`src/rtl/afp_pkg.sv`:
```
package afp_pkg;
   localparam int CHAN_W = 3;

   typedef struct packed {
      logic              pkg_addr;
      logic              conv_start;
      logic              ext_ref;
      logic [1:0]        pd_mode;
      logic              pseudo_diff;
      logic              com_sel;
      logic [CHAN_W-1:0] chan;
   } ctrl_t;

   localparam int CTRL_W = $bits(ctrl_t);

   typedef enum int {
      SIG_SCLK = 0,
      SIG_DIN  = 1,
      SIG_WFR  = 2,
      SIG_RFR  = 3,
      SIG_NUM  = 4
   } sig_idx_e;
endpackage

```
`src/rtl/afp_sync.sv`:
```
module afp_sync #(
   parameter int N_SIG  = 4,
   parameter int STAGES = 2
) (
   input  logic             clk,
   input  logic             rst_n,
   input  logic [N_SIG-1:0] pins_i,
   output logic [N_SIG-1:0] lvl_o,
   output logic [N_SIG-1:0] rise_o,
   output logic [N_SIG-1:0] fall_o
);
   initial begin
      if (STAGES < 2) $error("afp_sync: STAGES must be at least 2");
   end

   logic [STAGES-1:0][N_SIG-1:0] stg_q;
   logic [N_SIG-1:0]             prev_q;

   always_ff @(posedge clk or negedge rst_n) begin
      if (!rst_n) begin
         stg_q  <= '0;
         prev_q <= '0;
      end else begin
         stg_q  <= {stg_q[STAGES-2:0], pins_i};
         prev_q <= stg_q[STAGES-1];
      end
   end

   assign lvl_o = stg_q[STAGES-1];

   for (genvar g = 0; g < N_SIG; g++) begin : g_edge
      assign rise_o[g] =  lvl_o[g] & ~prev_q[g];
      assign fall_o[g] = ~lvl_o[g] &  prev_q[g];
   end
endmodule

```
`src/rtl/afp_wr.sv`:
```
module afp_wr #(
   parameter int WORD_W    = 10,
   parameter int WR_PULSES = 13
) (
   input  logic                             clk,
   input  logic                             rst_n,
   input  logic                             start_i,
   input  logic                             sclk_fall_i,
   input  logic                             din_i,
   output logic [WORD_W-1:0]                word_o,
   output logic                             commit_o,
   output logic [$clog2(WR_PULSES+1)-1:0]   cnt_o
);
   localparam int CNT_W = $clog2(WR_PULSES + 1);
   localparam logic [CNT_W-1:0] LAST = CNT_W'(WR_PULSES - 1);
   localparam logic [CNT_W-1:0] KEEP = CNT_W'(WORD_W);

   logic              active_q;
   logic [CNT_W-1:0]  cnt_q;
   logic [WORD_W-1:0] sh_q;

   assign commit_o = active_q & sclk_fall_i & ~start_i & (cnt_q == LAST);
   assign word_o   = sh_q;
   assign cnt_o    = cnt_q;

   always_ff @(posedge clk or negedge rst_n) begin
      if (!rst_n) begin
         active_q <= 1'b0;
         cnt_q    <= '0;
         sh_q     <= '0;
      end else if (start_i) begin
         active_q <= 1'b1;
         cnt_q    <= '0;
      end else if (active_q && sclk_fall_i) begin
         if (cnt_q < KEEP) sh_q <= {sh_q[WORD_W-2:0], din_i};
         if (cnt_q == LAST) begin
            active_q <= 1'b0;
            cnt_q    <= '0;
         end else begin
            cnt_q <= cnt_q + 1'b1;
         end
      end
   end
endmodule

```
`src/rtl/afp_rd.sv`:
```
module afp_rd #(
   parameter int WORD_W = 10
) (
   input  logic                          clk,
   input  logic                          rst_n,
   input  logic                          arm_i,
   input  logic                          sclk_rise_i,
   input  logic [WORD_W-1:0]             result_i,
   output logic                          sdo_o,
   output logic                          sdo_en_o,
   output logic [$clog2(WORD_W+1)-1:0]   cnt_o
);
   localparam int CNT_W = $clog2(WORD_W + 1);
   localparam logic [CNT_W-1:0] LAST = CNT_W'(WORD_W);

   logic              armed_q;
   logic [CNT_W-1:0]  cnt_q;
   logic [WORD_W-1:0] sh_q;
   logic              sdo_q;
   logic              en_q;

   assign sdo_o    = sdo_q;
   assign sdo_en_o = en_q;
   assign cnt_o    = cnt_q;

   always_ff @(posedge clk or negedge rst_n) begin
      if (!rst_n) begin
         armed_q <= 1'b0;
         cnt_q   <= '0;
         sh_q    <= '0;
         sdo_q   <= 1'b0;
         en_q    <= 1'b0;
      end else if (arm_i) begin
         armed_q <= 1'b1;
         cnt_q   <= '0;
         sh_q    <= result_i;
         sdo_q   <= 1'b0;
         en_q    <= 1'b0;
      end else if (armed_q && sclk_rise_i) begin
         if (cnt_q < LAST) begin
            sdo_q <= sh_q[WORD_W-1];
            sh_q  <= {sh_q[WORD_W-2:0], 1'b0};
            en_q  <= 1'b1;
            cnt_q <= cnt_q + 1'b1;
         end else begin
            sdo_q   <= 1'b0;
            en_q    <= 1'b0;
            armed_q <= 1'b0;
            cnt_q   <= '0;
         end
      end
   end
endmodule

```
`src/rtl/adc_frame_port.sv`:
```
module adc_frame_port
   import afp_pkg::*;
#(
   parameter int WORD_W      = CTRL_W,
   parameter int WR_PULSES   = 13,
   parameter int SYNC_STAGES = 2
) (
   input  logic              clk,
   input  logic              rst_n,
   input  logic              sclk_i,
   input  logic              sdi_i,
   input  logic              wr_frame_i,
   input  logic              rd_frame_i,
   input  logic              addr_strap_i,
   input  logic [WORD_W-1:0] result_i,
   output logic              sdo_o,
   output logic              sdo_en_o,
   output logic [WORD_W-1:0] ctrl_o,
   output logic              pkg_addr_o,
   output logic              conv_start_o,
   output logic              ext_ref_o,
   output logic [1:0]        pd_mode_o,
   output logic              pseudo_diff_o,
   output logic              com_sel_o,
   output logic [CHAN_W-1:0] chan_o
);
   localparam int WR_CNT_W = $clog2(WR_PULSES + 1);
   localparam int RD_CNT_W = $clog2(WORD_W + 1);

   initial begin
      if (WORD_W != CTRL_W) $error("adc_frame_port: WORD_W must equal the control layout width");
      if (WR_PULSES <= WORD_W) $error("adc_frame_port: WR_PULSES must exceed WORD_W");
   end

   logic [SIG_NUM-1:0] pins, lvl, rise, fall;
   assign pins[SIG_SCLK] = sclk_i;
   assign pins[SIG_DIN]  = sdi_i;
   assign pins[SIG_WFR]  = wr_frame_i;
   assign pins[SIG_RFR]  = rd_frame_i;

   afp_sync #(.N_SIG(SIG_NUM), .STAGES(SYNC_STAGES)) i_sync (
      .clk(clk), .rst_n(rst_n), .pins_i(pins),
      .lvl_o(lvl), .rise_o(rise), .fall_o(fall)
   );

   logic sclk_rise, sclk_fall, wr_start, rd_arm;
   assign sclk_rise = rise[SIG_SCLK];
   assign sclk_fall = fall[SIG_SCLK];
   assign wr_start  = fall[SIG_WFR];
   assign rd_arm    = rise[SIG_RFR];

   logic [WORD_W-1:0]   wr_word;
   logic                wr_commit;
   logic [WR_CNT_W-1:0] wr_cnt;
   logic [RD_CNT_W-1:0] rd_cnt;

   afp_wr #(.WORD_W(WORD_W), .WR_PULSES(WR_PULSES)) i_wr (
      .clk(clk), .rst_n(rst_n), .start_i(wr_start), .sclk_fall_i(sclk_fall),
      .din_i(lvl[SIG_DIN]), .word_o(wr_word), .commit_o(wr_commit), .cnt_o(wr_cnt)
   );

   afp_rd #(.WORD_W(WORD_W)) i_rd (
      .clk(clk), .rst_n(rst_n), .arm_i(rd_arm), .sclk_rise_i(sclk_rise),
      .result_i(result_i), .sdo_o(sdo_o), .sdo_en_o(sdo_en_o), .cnt_o(rd_cnt)
   );

   ctrl_t ctrl_q;

   always_ff @(posedge clk or negedge rst_n) begin
      if (!rst_n) begin
         ctrl_q <= '0;
      end else if (wr_commit && (wr_word[WORD_W-1] == addr_strap_i)) begin
         ctrl_q <= ctrl_t'(wr_word);
      end
   end

   assign ctrl_o        = WORD_W'(ctrl_q);
   assign pkg_addr_o    = ctrl_q.pkg_addr;
   assign conv_start_o  = ctrl_q.conv_start;
   assign ext_ref_o     = ctrl_q.ext_ref;
   assign pd_mode_o     = ctrl_q.pd_mode;
   assign pseudo_diff_o = ctrl_q.pseudo_diff;
   assign com_sel_o     = ctrl_q.com_sel;
   assign chan_o        = ctrl_q.chan;
endmodule

```
`config.mk`:
```
export PLATFORM = sky130hd
export DESIGN_NAME = adc_frame_port
export DESIGN_NICKNAME = d
export VERILOG_FILES = /design/src/rtl/afp_pkg.sv /design/src/rtl/afp_sync.sv /design/src/rtl/afp_wr.sv /design/src/rtl/afp_rd.sv /design/src/rtl/adc_frame_port.sv
export SDC_FILE = /design/constraint.sdc
export NUM_CORES = 1
export LEC_CHECK = 0
export BUFFER_PORTS_ARGS = -buffer_cell sky130_fd_sc_hd__buf_2
export CORE_ASPECT_RATIO = 0.6
export CORE_UTILIZATION = 30
export CTS_CLUSTER_SIZE = 28
export DETAILED_ROUTE_END_ITERATION = 10
export SLEW_MARGIN = 10
export SYNTH_ARGS = -nofsm -noshare
export SYNTH_HDL_FRONTEND = slang
export SYNTH_SLANG_ARGS = --single-unit
```
`constraint.sdc`:
```
create_clock -name clk -period 1.6 [get_ports clk]
set_input_delay 0.16 -clock clk [delete_from_list [all_inputs] [get_ports clk]]
set_output_delay 0.16 -clock clk [all_outputs]
set_load 0.02 [all_outputs]
```
==> results.toml <==
[yosys]
synth_cell_types = 28
yosysSeqAreaShare_pct = 58.9
syn-instance-count = 197
synth_top_area_cell = "dfrtp_1"
syn_avg_cell_area_um2 = 11.4
synth_top_area_share_pct = 58.9
synthTopCellsByArea = "dfrtp_1, mux2_2, o21ai_0"
ys_seq_elements = 53
synth_nets = 217
yosys_warnings = 0
netlist_area_um2 = 2250

[clocking]
clockBufferDepth = 2
cts_sinks = 53
cts_tree = "done"
cts.clk_slew.worst_paths_ns = 0.06
cts_max_level = 2
cts_root_buf = "clkbuf_16"
cts-buffers-inserted = 5
clkLatencyLatePin_ns = 0.28

[global_routing]
grt_pass1_wl_mm = 7.19
antenna_found_initial = 0
grt_pass1_vias = 1418
grtUsageTotal_pct = 11.6
grt_overflow = 0
grt_max_degree = 32

[floorplan]
fp.dieH_um = 69.1
fp.dieW_um = 114
num_rows = 24
die_area_um2 = 7870
initial_core_util_pct = 31.0
core_um2 = 7270
io_pins = 39

[route]
wl_mm = 4.26
post-route-drc-count = 0
vias_per_cell = 4.49
avgRoutedWirePerCell_um = 12.3
ant_nets = 0
vias = 1555
drt_iter0_drc = 91
first_pass_iters = 4

[timing]
min_period_ns = 1.54
finalCritPeriodShare_pct = 96.2
relSlewSlack_pct = 58.7
setup-tns-final_ns = 0
fmax_mhz = 649
drv_slew = 0
fin_skew_ns = 0.00492
rsz0062_at_grt = "yes"
finalSetupViolations = 0
worst_pin_slew_ns = 0.616
hold_viol = 0

[cells_and_area]
drive_gt1_share_pct = 35.5
fin_cells = 346
antenna_cells = 0
multi_input_area_um2 = 837
nFillCells = 741
stdcell_area_um2 = 2830
area_growth_pct = 25.7
fin_nets = 262
ff_latch_area_um2 = 1330
utilization_pct = 39.0

[worst_setup_path]
cp.arrival_ns = 1.71
critical-path-top-delay-family = "simple AND/OR/NAND/NOR gates"
path_class = "register to register"
required_ns = 1.77
startpoint_type = "register"
max_stage_delay_ns = 0.41
crit_fanout = 4
cp_slowest_cell = "dfrtp_1"
crit_chain = "nand3b_4 > nor4_4 > buf_4 > mux2_2"
end_kind = "register"
cp.buffers_inverters = 1

[place]
dpl-instance-area_um2 = 2590
place_hpwl_mm = 2.87
port-buffer-count = 38
dp_cells = 331
place_congestion = 0.803

[run]
max_cap_violations = 0

[power]
vdd_ir_drop_max_uv = 411
leakage_nw = 1.33
p_total_mw = 3.26
p_per_area_nw_per_um2 = 1150

[min_path]
hold_path.class = "input pin to register"

[outcome]
status = "finished, final reports clean"
[per-layer routing]
layer | vias up | global-route usage [%] | wire length [um]
li1 | 782 | - | -
met1 | 737 | 18.5 | 2330
met2 | 32 | 14.7 | 1720
met3 | 4 | 2.73 | 157
met4 | 0 | 4.33 | 46
met5 | - | 0 | 0
[path summary, 6_finish.rpt]
path / slack [ns] / startpoint / cells after the start / to
worst max-delay path: 0.06 / i_sync.lvl_o[0] / 4 / chan_o[0]
worst min-delay path: 0.09 / result_i[0] / 3 / i_rd.sh_q[0]
worst max register to register: 0.06 / i_sync.lvl_o[0] / 4 / chan_o[0]
worst min register to register: 0.35 / i_sync.stg_q[2] / 0 / i_sync.lvl_o[2]
max in group asynchronous: 0.68 / rst_n / 3 / i_sync.prev_q[0]
min in group asynchronous: 0.38 / rst_n / 2 / i_rd.sh_q[6]
[state kept, by name, indices dropped and copies added (netlist names), 2 cells and up]
| register | cells |
|---|---|
| chan_o | 3 |
| i_rd.cnt_o | 4 |
| i_rd.sh_q | 10 |
| i_sync.lvl_o | 4 |
| i_sync.prev_q | 3 |
| i_sync.stg_q | 4 |
| i_wr.cnt_o | 4 |
| i_wr.word_o | 10 |
| pd_mode_o | 2 |
[placed cells by master (no fill, tap or decap)]
master,synthesis,final
ha_1,3,2
clkbuf_8,0,1
nand2_1,8,8
a31oi_1,12,12
mux2_2,19,19
or3_1,2,2
nor2b_2,0,2
dlygate4sd3_1,0,5
dfrtp_1,53,53
inv_2,0,2
nand3b_1,3,3
mux2i_1,1,1
nor3_1,2,2
nor4_4,1,1
nand3_4,0,1
buf_6,0,1
buf_4,10,12
buf_12,0,2
nor3b_1,1,1
clkbuf_16,0,5
nand3_1,8,7
o21ai_0,17,17
and3_1,1,1
a21oi_1,16,16
inv_1,4,2
ha_4,0,1
o21a_1,2,2
o31a_1,1,1
clkbuf_1,9,1
buf_2,1,38
xor2_1,1,1
nand3b_4,0,1
nand2b_1,1,1
and3b_1,2,2
nor2_1,15,15
a311o_1,1,1
[synthesized netlist by cell type]
master,n
and3b_1,2
buf_2,1
o31a_1,1
o21ai_0,17
mux2i_1,1
a311o_1,1
nand3b_2,1
mux2_2,19
nor3b_1,1
nand3b_1,3
nor4_4,1
xor2_1,1
ha_1,3
or3_1,2
nand2b_1,1
clkbuf_1,9
nand3_1,8
inv_1,4
nor2b_1,2
a31oi_1,12
and3_1,1
dfrtp_1,53
nor2_1,15
o21a_1,2
nand2_1,8
nor3_1,2
buf_4,10
a21oi_1,16
[logic make-up (layout without fill, tap and decap cells)]
kind of cell             Yosys count  after routing  synth area share [%]
buffers and inverters             24             69                  5.72
adder cells (fa/ha/maj)            3              3                  1.67
multiplexers                      20             20                  9.94
XOR/XNOR                           1              1                 0.389
AND/OR/NAND/NOR                   47             47                  11.3
flip-flops                        53             53                  58.9
AO/OA/AOI/OAI                     49             49                  12.2
[metrics by stage]
step | hold slack [ns] | setup WS (ns)
final | 0.0862 | 0.0602
after global routing | 0.117 | 0.00755
after CTS | 0.0830 | 0.0251
after detailed placement | 0.166 | 0.00810
after global placement | 0.170 | 0.0428
after floorplan | -0.136 | -0.0370
[what timing repair did]
item,4_1_cts,5_1_grt
pin swaps,0,0
hold buffers,5,0
gates cloned,0,1
setup endpoints to repair,3,25
setup buffers,0,2
resized for setup,1,9
endpoints found under the hold margin,26,0
[tightest hold or removal path: stages]
cell and delay [ns]:
buf_2 0.08, nand2_1 0.04, o21ai_0 0.06
[area by class of cell]
class | count | share of cell area, %
sequential | 53 | 46.8
timing repair buffer | 58 | 13.5
tap | 104 | 4.59
clock buffer | 7 | 5.04
inverter | 4 | 0.530
multi-input combinational | 120 | 29.5
[where the power goes]
group          leakage [nW]  switching, mW  total [mW]  internal (mW)
combinational         0.609          0.239       0.508          0.270
clock                0.0700          0.434        1.05          0.615
sequential            0.655          0.151        1.70           1.55
total                  1.33          0.824        3.26           2.43
No activity file was read; power rests on OpenSTA's default activity.
